`config.mk`:
```
export PLATFORM = sky130hd
export DESIGN_NAME = irq_ctrl
export DESIGN_NICKNAME = d
export VERILOG_FILES = /design/src/rtl/irq_pkg.sv /design/src/rtl/irq_pend_bank.sv /design/src/rtl/irq_prio_sel.sv /design/src/rtl/irq_csr.sv /design/src/rtl/irq_ctrl.sv
export SDC_FILE = /design/constraint.sdc
export NUM_CORES = 1
export LEC_CHECK = 0
export ABC_AREA = 0
export BUFFER_PORTS_ARGS = -buffer_cell sky130_fd_sc_hd__buf_2
export CORE_ASPECT_RATIO = 0.8
export CORE_MARGIN = 4
export CORE_UTILIZATION = 40
export DETAILED_ROUTE_END_ITERATION = 6
export HOLD_SLACK_MARGIN = 0.15
export RECOVER_POWER = 100
export SYNTH_ARGS = -nofsm -noshare
export SYNTH_HDL_FRONTEND = slang
export SYNTH_HIERARCHICAL = 1
export SYNTH_SLANG_ARGS = --single-unit
```
`constraint.sdc`:
```
create_clock -name clk -period 5.2 [get_ports clk]
set_input_delay 1.04 -clock clk [delete_from_list [all_inputs] [get_ports clk]]
set_output_delay 1.04 -clock clk [all_outputs]
set_load 0.03 [all_outputs]
```
`src/rtl/irq_pkg.sv`:
```
package irq_pkg;

  // byte offsets of the register locations
  localparam logic [7:0] OFS_PEND  = 8'h48;
  localparam logic [7:0] OFS_MASK  = 8'h4C;
  localparam logic [7:0] OFS_CLEAR = 8'h50;
  localparam logic [7:0] OFS_FORCE = 8'h54;

  // decoded register access for one cycle
  typedef struct packed {
    logic wr_mask;
    logic wr_clear;
    logic wr_force;
    logic rd_pend;
    logic rd_mask;
    logic rd_force;
  } csr_hit_t;

  // index of the highest set bit above bit 0, or 0 when none
  function automatic int unsigned top_set_index(input logic [31:0] v);
    int unsigned idx;
    idx = 0;
    for (int unsigned k = 1; k < 32; k++) begin
      if (v[k]) idx = k;
    end
    return idx;
  endfunction

  // access decode from strobe, direction and offset
  function automatic csr_hit_t decode_access(input logic sel, input logic wr,
                                             input logic [7:0] ofs);
    csr_hit_t h;
    h.wr_mask  = sel &  wr & (ofs == OFS_MASK);
    h.wr_clear = sel &  wr & (ofs == OFS_CLEAR);
    h.wr_force = sel &  wr & (ofs == OFS_FORCE);
    h.rd_pend  = sel & ~wr & (ofs == OFS_PEND);
    h.rd_mask  = sel & ~wr & (ofs == OFS_MASK);
    h.rd_force = sel & ~wr & (ofs == OFS_FORCE);
    return h;
  endfunction

endpackage

```
`src/rtl/irq_pend_bank.sv`:
```
module irq_pend_bank #(
  parameter int unsigned N = 15
) (
  input  logic       clk,
  input  logic       rst_n,
  input  logic [N:1] set_vec,
  input  logic [N:1] clr_vec,
  input  logic [N:1] ack_vec,
  output logic [N:1] pend
);

  for (genvar i = 1; i <= N; i++) begin : g_lvl
    always_ff @(posedge clk or negedge rst_n) begin
      if (!rst_n) pend[i] <= 1'b0;
      else        pend[i] <= set_vec[i] | (pend[i] & ~clr_vec[i] & ~ack_vec[i]);
    end
  end

  AST_EVENT_LATCHES: assert property (@(posedge clk) disable iff (!rst_n)
    (|set_vec) |=> ((pend & $past(set_vec)) == $past(set_vec)));

  AST_CLEAR_DROPS: assert property (@(posedge clk) disable iff (!rst_n)
    (|(clr_vec & ~set_vec)) |=> ((pend & $past(clr_vec & ~set_vec)) == '0));

  AST_ACK_DROPS: assert property (@(posedge clk) disable iff (!rst_n)
    (|(ack_vec & ~set_vec)) |=> ((pend & $past(ack_vec & ~set_vec)) == '0));

  AST_ACK_ONE_LEVEL: assert property (@(posedge clk) disable iff (!rst_n)
    $onehot0(ack_vec));

endmodule

```
`src/rtl/irq_prio_sel.sv`:
```
module irq_prio_sel #(
  parameter int unsigned N  = 15,
  parameter int unsigned LW = 4
) (
  input  logic          clk,
  input  logic          rst_n,
  input  logic [N:1]    req,
  output logic [N:1]    grant,
  output logic [LW-1:0] level
);
  import irq_pkg::*;

  logic [N:1] above;

  for (genvar i = 1; i <= N; i++) begin : g_chain
    if (i == N) begin : g_top
      assign above[i] = 1'b0;
    end else begin : g_mid
      assign above[i] = above[i+1] | req[i+1];
    end
    assign grant[i] = req[i] & ~above[i];
  end

  assign level = LW'(top_set_index(32'({req, 1'b0})));

  AST_ONE_GRANT: assert property (@(posedge clk) disable iff (!rst_n)
    $onehot0(grant));

  AST_GRANT_MATCH: assert property (@(posedge clk) disable iff (!rst_n)
    (level != '0) |-> grant[level]);

  AST_IDLE_ZERO: assert property (@(posedge clk) disable iff (!rst_n)
    (grant == '0) |-> (level == '0));

endmodule

```
`src/rtl/irq_csr.sv`:
```
module irq_csr #(
  parameter int unsigned N  = 15,
  parameter int unsigned AW = 8,
  parameter int unsigned DW = 32
) (
  input  logic          clk,
  input  logic          rst_n,
  input  logic          bus_sel,
  input  logic          bus_wr,
  input  logic [AW-1:0] bus_addr,
  input  logic [DW-1:0] bus_wdata,
  output logic [DW-1:0] bus_rdata,
  input  logic [N:1]    pend_view,
  input  logic [N:1]    ack_vec,
  output logic [N:1]    mask,
  output logic [N:1]    frc,
  output logic [N:1]    clr_vec
);
  import irq_pkg::*;

  localparam int unsigned PAD_W = DW - N - 1;

  csr_hit_t   hit;
  logic [N:1] wbits;
  logic       unused_wdata;

  assign hit          = decode_access(bus_sel, bus_wr, 8'(bus_addr));
  assign wbits        = bus_wdata[N:1];
  assign unused_wdata = ^{bus_wdata[DW-1:N+1], bus_wdata[0]};
  assign clr_vec      = hit.wr_clear ? wbits : '0;

  always_ff @(posedge clk or negedge rst_n) begin
    if (!rst_n) begin
      mask <= '0;
      frc  <= '0;
    end else begin
      if (hit.wr_mask) mask <= wbits;
      frc <= (hit.wr_force ? wbits : frc) & ~ack_vec;
    end
  end

  always_comb begin
    bus_rdata = '0;
    if (hit.rd_pend)  bus_rdata = {{PAD_W{1'b0}}, pend_view, 1'b0};
    if (hit.rd_mask)  bus_rdata = {{PAD_W{1'b0}}, mask, 1'b0};
    if (hit.rd_force) bus_rdata = {{PAD_W{1'b0}}, frc, 1'b0};
  end

  AST_MASK_HOLDS: assert property (@(posedge clk) disable iff (!rst_n)
    !hit.wr_mask |=> $stable(mask));

  AST_FORCE_ACK: assert property (@(posedge clk) disable iff (!rst_n)
    (|ack_vec) |=> ((frc & $past(ack_vec)) == '0));

  AST_FORCE_HOLDS: assert property (@(posedge clk) disable iff (!rst_n)
    (!hit.wr_force && ack_vec == '0) |=> $stable(frc));

  AST_RESERVED_ZERO: assert property (@(posedge clk) disable iff (!rst_n)
    (bus_rdata[0] == 1'b0) && (bus_rdata[DW-1:N+1] == '0));

endmodule

```
`src/rtl/irq_ctrl.sv`:
```
module irq_ctrl #(
  parameter int unsigned NUM_LEVELS   = 15,
  parameter int unsigned ADDR_W       = 8,
  parameter int unsigned DATA_W       = 32,
  parameter int unsigned LVL_W        = $clog2(NUM_LEVELS + 1),
  parameter int unsigned LVL_UART_A   = 4,
  parameter int unsigned LVL_UART_B   = 5,
  parameter int unsigned LVL_UART_ERR = 3,
  parameter int unsigned LVL_GPT      = 12,
  parameter int unsigned LVL_RTC      = 13
) (
  input  logic              clk,
  input  logic              rst_n,
  input  logic              bus_sel,
  input  logic              bus_wr,
  input  logic [ADDR_W-1:0] bus_addr,
  input  logic [DATA_W-1:0] bus_wdata,
  output logic [DATA_W-1:0] bus_rdata,
  input  logic              uart_a_evt,
  input  logic              uart_b_evt,
  input  logic              uart_rx_ovf,
  input  logic              gpt_tick,
  input  logic              rtc_tick,
  output logic [LVL_W-1:0]  irq_level,
  input  logic              irq_ack,
  input  logic [LVL_W-1:0]  irq_ack_level
);

  localparam int unsigned N = NUM_LEVELS;

  logic [N:1] set_vec;
  logic [N:1] clr_vec;
  logic [N:1] ack_vec;
  logic [N:1] pend;
  logic [N:1] frc;
  logic [N:1] mask;
  logic [N:1] live_req;
  logic [N:1] grant;

  // fixed routing of the internal event lines
  always_comb begin
    set_vec = '0;
    set_vec[LVL_UART_A]   = set_vec[LVL_UART_A]   | uart_a_evt;
    set_vec[LVL_UART_B]   = set_vec[LVL_UART_B]   | uart_b_evt;
    set_vec[LVL_UART_ERR] = set_vec[LVL_UART_ERR] | uart_rx_ovf;
    set_vec[LVL_GPT]      = set_vec[LVL_GPT]      | gpt_tick;
    set_vec[LVL_RTC]      = set_vec[LVL_RTC]      | rtc_tick;
  end

  // acknowledge level to a one-hot retire vector
  always_comb begin
    ack_vec = '0;
    for (int unsigned i = 1; i <= N; i++) begin
      if (irq_ack && (irq_ack_level == LVL_W'(i))) ack_vec[i] = 1'b1;
    end
  end

  assign live_req = (pend | frc) & mask;

  irq_pend_bank #(.N(N)) u_bank (
    .clk     (clk),
    .rst_n   (rst_n),
    .set_vec (set_vec),
    .clr_vec (clr_vec),
    .ack_vec (ack_vec),
    .pend    (pend)
  );

  irq_csr #(.N(N), .AW(ADDR_W), .DW(DATA_W)) u_csr (
    .clk       (clk),
    .rst_n     (rst_n),
    .bus_sel   (bus_sel),
    .bus_wr    (bus_wr),
    .bus_addr  (bus_addr),
    .bus_wdata (bus_wdata),
    .bus_rdata (bus_rdata),
    .pend_view (pend | frc),
    .ack_vec   (ack_vec),
    .mask      (mask),
    .frc       (frc),
    .clr_vec   (clr_vec)
  );

  irq_prio_sel #(.N(N), .LW(LVL_W)) u_sel (
    .clk   (clk),
    .rst_n (rst_n),
    .req   (live_req),
    .grant (grant),
    .level (irq_level)
  );

  AST_MASK_GATES: assert property (@(posedge clk) disable iff (!rst_n)
    (irq_level != '0) |-> mask[irq_level]);

  AST_LEVEL_REQUESTED: assert property (@(posedge clk) disable iff (!rst_n)
    (irq_level != '0) |-> (pend[irq_level] | frc[irq_level]));

  AST_EVENT_PENDS: assert property (@(posedge clk) disable iff (!rst_n)
    uart_a_evt |=> pend[LVL_UART_A]);

  AST_ACK_ZERO_NOP: assert property (@(posedge clk) disable iff (!rst_n)
    (irq_ack && irq_ack_level == '0) |-> (ack_vec == '0));

endmodule

```
==> results.md, run 1 <==
- A synthesized cell averages 9.27 sq um.
- The via count of the first global-routing pass is 2507.
- Clock-pin slew was measured on the worst setup and hold paths at 90 ps.
- The CTS H-tree depth is 2.
- The final routed wire length divided by cell count is 15.9 um.
- Summing over every cut layer, the via total after detailed routing is 2535.
- Overall power consumption after layout is estimated at 0.710 mW.
- The cell leakage power is 1.58 nW.
- The ratio of cells with drive above 1 in the final layout is 0.166.
- In this run, the number of DRC markers left after iteration 0 of detailed routing was 74.
- For this run, global-route usage on met3 was measured as 0.0365.
- The met1 layer usage reported by global route is 0.235.
- The total standard cell area after synthesis is 0.00322 sq mm.
- Of all nets on the critical path, the largest fanout is 33.
- The post-place setup slack is 1390 ps.
- For this run, design rule violations remaining after detail routing come to 0.
- The final hold violation count came to 0.
- The first-pass GRT wire length is 12900 um.
- The placement row count is 28.
- During synthesis, Yosys emitted a total of 6 warnings.
- The most common library cell in the layout ignoring fill and taps is dfrtp_1.
- Setup violations remaining at the end of the flow were counted as 0.
- The initial antenna violation count is 0.
- The placed wire-length estimate is 5670 um.
- 90 I/O pins were placed.
- Global routing finished with a remaining overflow of 0.
- The data required time of the worst path is 4160 ps.
- The routed wire length is 8100 um.
- Buffers inserted to repair hold after CTS numbered 0.
- The final layout contains 457 nets.
- The antenna diode instance count is 0.
- The first TritonRoute pass finished after 4 iterations.
- The initial utilization of the core area, before any placement, comes to 0.423.
- The pin count of the biggest net entering global routing is 46.
- From left edge to right edge, the die measures 108 um.
- The count of max-cap constraint violations is 2.
- The floorplan step defined a die boundary enclosing 0.00955 sq mm.
- The post-layout worst setup margin is 988 ps.
- IR analysis of the VDD net gives a maximum drop of 0.0000887 V.
- Setup repair after global routing left no endpoint under its margin.
- The type of destination of the critical path is an output pin.
- The met2 demand-to-capacity share in global routing is 0.297.
- Relative to the synthesized area, the layout overhead comes to 9.02%.
- Timing would allow up to 0.237 GHz.
- After clock tree synthesis, the setup repair step added 0 buffers.
- The worst setup path is launched from a primary input.
- The final antenna-violating net count is 0.
- The worst clock skew is 0 ps.
- The vertical extent of the die is 88.2 um.
- The number of pins exceeding their max-slew limit in the final report was 62.
- The flow ran to the end, but the final reports show violations.
- In this run the deepest clock path goes through 2 buffers.
- The minimum period implied by the final worst setup slack is 4210 ps.
- The clock tree root driver cell is clkbuf_8.
- The path class of the lowest-slack min-delay path is reg -> reg.
- The final reports fail on capacitance limit, slew limit.
- The data arrival time of the critical path is 3170 ps.
- Counting the buffers created by CTS gives 5.
- For the pin with the worst max-slew slack, the measured transition is 2580 ps.
- The clock latency reported for the late side of the worst-skew pair is 290 ps.
- The top cell types in the final layout, fill and taps aside, are 45 x dfrtp_1, 37 x buf_2, 35 x nor2_1.
- Routability-driven placement finished with a final weighted congestion of 0.781.
- The power density over cell area is 202 mW/mm^2.
- Gates resized during post-CTS repair numbered 0.
- Synthesis produced 347 cells.
- In this run the tightest slew margin relative to its limit is -0.718.
- The TritonCTS clock tree is built.
- The start-to-end type of the worst setup path is in -> out.
- In the global route stage, overall resource usage came out at 0.175.
- The ratio of final minimum period to clock period is 0.810.
- The most heavily used metal layer in global routing is met2.
- In this run the standard cell core region covers 0.00760 sq mm.
- The clock net in this run drives a total of 45 sinks.
- Using the TritonRoute via totals, the vias-per-cell ratio works out to 4.99.
- In this run the tool buffered the top-level ports with 55 buffer cells.
- For the final routed database, the setup TNS stands at 0 ps.
==> cell type report <==
cell class	count	area [sq um]
Timing Repair Buffer	56	260
Sequential cell	45	1130
Clock buffer	7	86.3
Tap cell	105	131
Multi-Input combinational cell	293	1900
Inverter	2	7.51
Fill cell	803	4090
==> registers in the layout, indices dropped and copies added (netlist names) <==
name / flops
u_csr/mask: 15
u_bank/pend: 15
u_csr/frc: 15
==> power breakdown <==
group          switching, mW  internal (mW)  total (mW)
combinational         0.0822         0.0398       0.122
clock                  0.120          0.106       0.226
sequential           0.00457          0.357       0.362
==> critical path: stages <==
cell and delay [ps]:
clkbuf_1 870, nor3b_1 340, buf_4 290, nand2_1 80
a21oi_1 190, clkbuf_1 350
==> stage by stage <==
| step | std cells | util | hold slack [ps] | instance area (sq um) |
|---|---|---|---|---|
| 2_1_floorplan | 372 | - | 441 | 3310 |
| 3_3_place_gp | 501 | 0.462 | 455 | 3510 |
| 3_5_place_dp | 501 | 0.462 | 460 | 3510 |
| 4_1_cts | 508 | 0.473 | 481 | 3600 |
| 5_1_grt | 508 | 0.461 | 507 | 3510 |
| 6_report | 508 | 0.461 | 477 | 3510 |
==> worst paths after layout <==
check	start	slack (ps)	end	cells after the start
worst max register to register	u_csr/mask[7]	4370	u_csr/mask[7]	1
worst min register to register	u_bank/pend[10]	480	u_bank/pend[10]	1
worst min-delay path	u_bank/pend[10]	480	u_bank/pend[10]	1
worst max-delay path	bus_addr[3]	990	bus_rdata[5]	6
min in group asynchronous	rst_n	1540	u_csr/mask[2]	1
max in group asynchronous	rst_n	2190	u_csr/mask[12]	1
==> layer usage <==
layer,up-vias,part of all wire
met5,-,0
met4,0,0.010
met3,9,0.051
met2,60,0.45
met1,1212,0.49
li1,1254,-
(Power assumes the default switching activity.)
==> inputs of run 2 (changes only) <==
--- a/config.mk
+++ b/config.mk
@@ -5,7 +5,7 @@
 export SDC_FILE = /design/constraint.sdc
 export NUM_CORES = 1
 export LEC_CHECK = 0
-export ABC_AREA = 0
+export ABC_AREA = 1
 export BUFFER_PORTS_ARGS = -buffer_cell sky130_fd_sc_hd__buf_2
 export CORE_ASPECT_RATIO = 0.8
 export CORE_MARGIN = 4
==> constraint.sdc (replaced) <==
create_clock -name clk -period 4.25 [get_ports clk]
set_input_delay 0.85 -clock clk [delete_from_list [all_inputs] [get_ports clk]]
set_output_delay 0.85 -clock clk [all_outputs]
set_load 0.03 [all_outputs]
==> results.md, run 2 <==
- The routed wire length is 8470 um.
- The placement row count is 28.
- Buffers inserted during clock tree synthesis total 5.
- The finished layout holds 625 standard cells, fillers aside.
- The total standard cell area after synthesis is 0.00320 sq mm.
- The antenna diode instance count is 0.
- Setup total negative slack on the finished layout was measured at 0 ps.
- The setup violation total in the final timing report is 0.
- The pin count of the biggest net entering global routing is 46.
- The number of pins exceeding their max-slew limit in the final report is 46.
- The count of max-cap constraint violations is 1.
- The number of detailed-route iterations in the first pass is 4.
- The mean cell area of the mapped netlist is 6.96 sq um.
- For this run, the top clock speed supported by timing is 0.272 GHz.
- In this run the static leakage power is 1.81 nW.
- The run finished, with violations left.
- The die width is 108 um.
- CTS placed an instance of clkbuf_8 at the clock tree root.
- TritonCTS built the clock tree.
- Setup repair after global routing left no endpoint under its margin.
- For the pin with the worst max-slew slack, the measured transition is 2490 ps.
- In this run the deepest clock path goes through 2 buffers.
- Leaving out fill and tap cells, the most frequent cell in the layout is nand2_1.
- The core region is 0.00757 sq mm.
- The wire-length estimate of the detail-placed layout is 6090 um.
- The maximum vdd drop is 0.000129 V.
- For the worst setup path, the data required time is 3400 ps.
- Once detail routing completed, the nets flagged for antenna violations numbered 0.
- Counting every sink on the clock net gives 45.
- The starting density of the core is 0.422.
- After the last flow step, the layout net total stands at 574.
- Measured against its own limit, the worst slew margin works out to -0.657.
- The clock latency reported for the late side of the worst-skew pair is 290 ps.
- The post-CTS clock slew at the launch and capture registers of the worst setup and hold paths is 80 ps.
- The post-synthesis instance total is 459.
- In this run, post-CTS hold repair placed 0 buffers.
- The ratio of final minimum period to clock period is 0.866.
- The total overflow left after global routing is 0.
- The via count of the first global-routing pass is 2772.
- The power consumption is 0.865 mW.
- 90 I/O pins were placed.
- The vertical extent of the die is 88.0 um.
- The ratio of cells with drive above 1 in the final layout is 0.192.
- After layout, the minimum clock period comes to 3680 ps.
- The type of destination of the critical path is an output pin.
- Using the TritonRoute via totals, the vias-per-cell ratio works out to 4.72.
- The worst hold path belongs to the class reg -> reg.
- The overall global routing resource usage is 0.188.
- The detailed router finished its first iteration with 174 violations.
- The floorplan step defined a die boundary enclosing 0.00950 sq mm.
- Including well taps, the total number of placed cells is 618.
- The detailed router placed 2952 vias in this run.
- The final routed wire length divided by cell count is 13.6 um.
- The library cells used most frequently in the layout, excluding fill and tap cells, are 82 x nand2_1, 79 x inv_1, 53 x nor2_1.
- The start-to-end type of the worst setup path is in -> out.
- At the worst endpoint, the arrival time is 2830 ps.
- The post-cts gate resize count is 0.
- The post-CTS setup-driven buffer insertion count is 0.
- The clock arrives with 0 ps of skew.
- The power density over cell area is 243 mW/mm^2.
- The final hold violation count is 0.
- The clock tree synthesis step divided the H-tree into 2 levels.
- In the final layout, the registers with the most flip-flops are u_bank/pend x15, u_csr/frc x15, u_csr/mask x15.
- From synthesis to final layout, the design area changed by 11.4%.
- The first-pass GRT wire length is 13900 um.
- The final reports fail on capacitance limit, slew limit.
- For this run, the number of Yosys warnings is 6.
- The weighted congestion at the end of routability-driven global placement is 0.848.
- Of all nets on the critical path, the largest fanout is 18.
- The worst setup path is launched from a primary input.
- The initial antenna violation count came to 0.
- In the routed design, unresolved DRC markers number 0.
- In this run the tool buffered the top-level ports with 55 buffer cells.
-- run 2: metal layers --
| layer | part of all wire | up-vias | GRT usage |
|---|---|---|---|
| met5 | 0 | - | 0 |
| met1 | 0.48 | 1322 | 0.273 |
| met3 | 0.088 | 2 | 0.0427 |
| li1 | - | 1525 | - |
| met2 | 0.43 | 103 | 0.293 |
| met4 | 0.0027 | 0 | 0.0287 |
-- run 2: layout make-up --
type / count / area (sq um)
fillers: 800 / 4010
multi-input cells: 325 / 1610
flip-flops and latches: 45 / 1130
inverters: 83 / 312
repair buffers: 60 / 295
well taps: 105 / 131
clock buffers: 7 / 86.3
-- run 2: worst max-delay path: stages --
cell	delay [ps]
buf_2	120
inv_1	90
nand2_2	60
nor2_2	730
nand2_4	120
nor2_8	350
nand2_2	80
nand3_2	90
clkbuf_1	320
-- run 2: metrics by stage --
| step | hold WS, ps | util | setup slack [ps] | area, sq um |
|---|---|---|---|---|
| floorplan | 481 | - | 1570 | 3290 |
| global placement | 504 | 0.467 | 1110 | 3530 |
| detailed placement | 505 | 0.467 | 1080 | 3530 |
| CTS | 525 | 0.478 | 1080 | 3620 |
| global route | 557 | 0.471 | 468 | 3560 |
| finish | 513 | 0.471 | 569 | 3560 |
-- run 2: where the power goes --
part           internal, mW  switching (mW)
Clock                 0.129           0.140
Combinational        0.0407           0.110
Sequential            0.437         0.00804
-- run 2: worst paths after layout --
path	startpoint	cells after the start	slack, ps	end
worst max-delay path	bus_addr[3]	9	570	bus_rdata[6]
worst min-delay path	u_csr/mask[5]	2	510	u_csr/mask[5]
worst max register to register	u_csr/mask[8]	2	3500	u_csr/mask[8]
worst min register to register	u_csr/mask[5]	2	510	u_csr/mask[5]
max in group asynchronous	rst_n	1	1510	u_csr/frc[7]
min in group asynchronous	rst_n	1	1300	u_csr/mask[15]
==> inputs of run 3 (changes only) <==
--- a/config.mk
+++ b/config.mk
@@ -5,7 +5,6 @@
 export SDC_FILE = /design/constraint.sdc
 export NUM_CORES = 1
 export LEC_CHECK = 0
-export ABC_AREA = 1
 export BUFFER_PORTS_ARGS = -buffer_cell sky130_fd_sc_hd__buf_2
 export CORE_ASPECT_RATIO = 0.8
 export CORE_MARGIN = 4
==> results.md, run 3 (synthesized netlist as in run 1, its figures left out) <==
- The total vias in the final route is 2559.
- Counting along the longest clock path gives a buffer depth of 2.
- The highest clock frequency the design can meet is 0.277 GHz.
- The clock latency reported for the late side of the worst-skew pair is 300 ps.
- The signal on the critical path passes through clkbuf_1, nor3b_1, buf_4, nand2_1, a21oi_1, buf_2.
- The post-CTS clock slew at the launch and capture registers of the worst setup and hold paths is 80 ps.
- The checks that failed: capacitance limit, slew limit.
- The most common library cell in the layout ignoring fill and taps is buf_2.
- The number of gates resized after CTS was 0.
- The post-place setup slack is 869 ps.
- The post-layout instance area is 0.00354 sq mm.
- Across all hold checks on the routed design, the worst slack comes to 474 ps.
- The ratio of final minimum period to clock period is 0.850.
- The largest registers in the layout are u_bank/pend x15, u_csr/frc x15, u_csr/mask x15.
- The worst slew slack as a fraction of its limit is -0.699.
- The die width is 108 um.
- The clock tree root driver cell is clkbuf_8.
- Post-CTS timing repair inserted 0 buffers for setup.
- Port buffering added 55 buffers.
- The flow ran to the end, but the final reports show violations.
- The placeable core region is 0.00760 sq mm.
- The number of detailed-route iterations in the first pass is 4.
- The filler cell count is 797.
- The clock sink count is 45.
- Entering global routing, the biggest net connects 46 pins.
- The placement row count is 28.
- In the routed design, unresolved DRC markers number 0.
- For this run, the share of the core covered by cells in the final layout is 0.466.
- TritonCTS built the clock tree.
- The remaining global-route overflow is 0.
- The type of destination of the critical path is an output pin.
- The final hold violation count is 0.
- The worst clock skew is 0 ps.
- The first-pass GRT wire length is 13100 um.
- At the pin with the least slew margin, the transition time is 2550 ps.
- The worst-case IR drop observed on VDD is 0.000125 V.
- The detail route stage leaves a number of antenna-violating nets equal to 0.
- Relative to the synthesized area, the layout overhead comes to 10.1%.
- The antenna diode instance count is 0.
- The top-level I/O count is 90.
- The number of pins exceeding their max-slew limit in the final report was 46.
- The start-to-end type of the worst setup path is in -> out.
- The path class of the lowest-slack min-delay path is reg -> reg.
- The standard cell area after detailed placement is 0.00352 sq mm.
- The congestion estimate from routability-driven global placement came to 0.764.
- The clock period could shrink to 3610 ps.
- Setup repair after global routing left no endpoint under its margin.
- In the final layout, the share of cells above drive strength 1 is 0.198.
- The area of the die is 0.00955 sq mm.
- The count of routing violations after the opening detailed-route iteration is 121.
- Setup violations remaining at the end of the flow were counted as 0.
- The number of nets in the layout is 458.
- The vertical extent of the die is 88.2 um.
- The largest driver fanout on the critical path is 33.
- The data required time of the worst path is 3400 ps.
- The via count of the first global-routing pass is 2471.
- The accumulated negative setup slack is 0 ps.
- Across every metal layer, demand over resource in global routing totals 0.179.
- The initial antenna violation count is 0.
- The placed wire-length estimate is 5660 um.
- The H-tree generated during clock tree synthesis spans 2 levels.
- The starting density of the core is 0.423.
- The power consumption is 0.864 mW.
- The count of max-cap constraint violations is 1.
- The final layout contains routed wiring with a total length of 8160 um.
- Leaving out filler cells and counting taps, the final layout contains 510.
- The total placed cells including tap cells is 502.
- In the layout the commonest cells are 47 x buf_2, 45 x dfrtp_1, 35 x nor2_1.
- The sort of element at the start of the critical path is a primary input.
- Data arrives at the worst endpoint at 2760 ps.
- The cell leakage power is 1.66 nW.
- The peak per-stage delay on the critical path is 600 ps.
- The number of vias per cell is 5.02.
- The final routed wire length divided by cell count is 16.0 um.
- The count of hold buffers inserted by post-cts repair is 0.
- In this run the power density over the cells is 244 mW/mm^2.
- The total clock buffers created by CTS is 5.
- The slowest cell on the critical path is nor3b_1.
- In the post-route analysis, the smallest setup slack over all paths is 636 ps.
-- run 3: worst max-delay path: cells and delay by family --
kind                   cells  cell delay, ps
AND/OR/NAND/NOR            2             680
AO/OA/AOI/OAI              1             180
buffers and inverters      3            1040
-- run 3: worst paths after layout --
| kind | start | end | slack, ps | cells past startpoint |
|---|---|---|---|---|
| worst min-delay path | u_bank/pend[7] | u_bank/pend[7] | 470 | 1 |
| worst max register to register | u_csr/mask[13] | u_csr/mask[13] | 3420 | 1 |
| max in group asynchronous | rst_n | u_bank/pend[15] | 1480 | 1 |
| worst max-delay path | bus_addr[4] | bus_rdata[5] | 640 | 6 |
| min in group asynchronous | rst_n | u_csr/mask[3] | 1330 | 1 |
| worst min register to register | u_bank/pend[7] | u_bank/pend[7] | 470 | 1 |
-- run 3: metal layers --
metal	GRT usage	wire [um]	vias up
met4	0.0321	45	0
met5	0	0	-
met2	0.293	3830	69
met3	0.0401	519	4
met1	0.247	3770	1235
li1	-	-	1251
-- run 3: where the power goes --
group / leakage, nW / total, mW / internal [mW] / switching [mW]
clock: 0.0450 / 0.271 / 0.115 / 0.156
sequential: 0.551 / 0.443 / 0.437 / 0.00570
combinational: 1.06 / 0.150 / 0.0491 / 0.101
total: 1.66 / 0.864 / 0.601 / 0.263
-- run 3: layout make-up --
| class | count | area, sq um | area share |
|---|---|---|---|
| inverter | 2 | 7.51 | 0.00212 |
| multi-input combinational | 293 | 1920 | 0.541 |
| clock inverter | 2 | 10.0 | 0.00282 |
| timing repair buffer | 57 | 280 | 0.0791 |
| clock buffer | 6 | 72.6 | 0.0205 |
| tap | 105 | 131 | 0.0371 |
| sequential | 45 | 1130 | 0.318 |
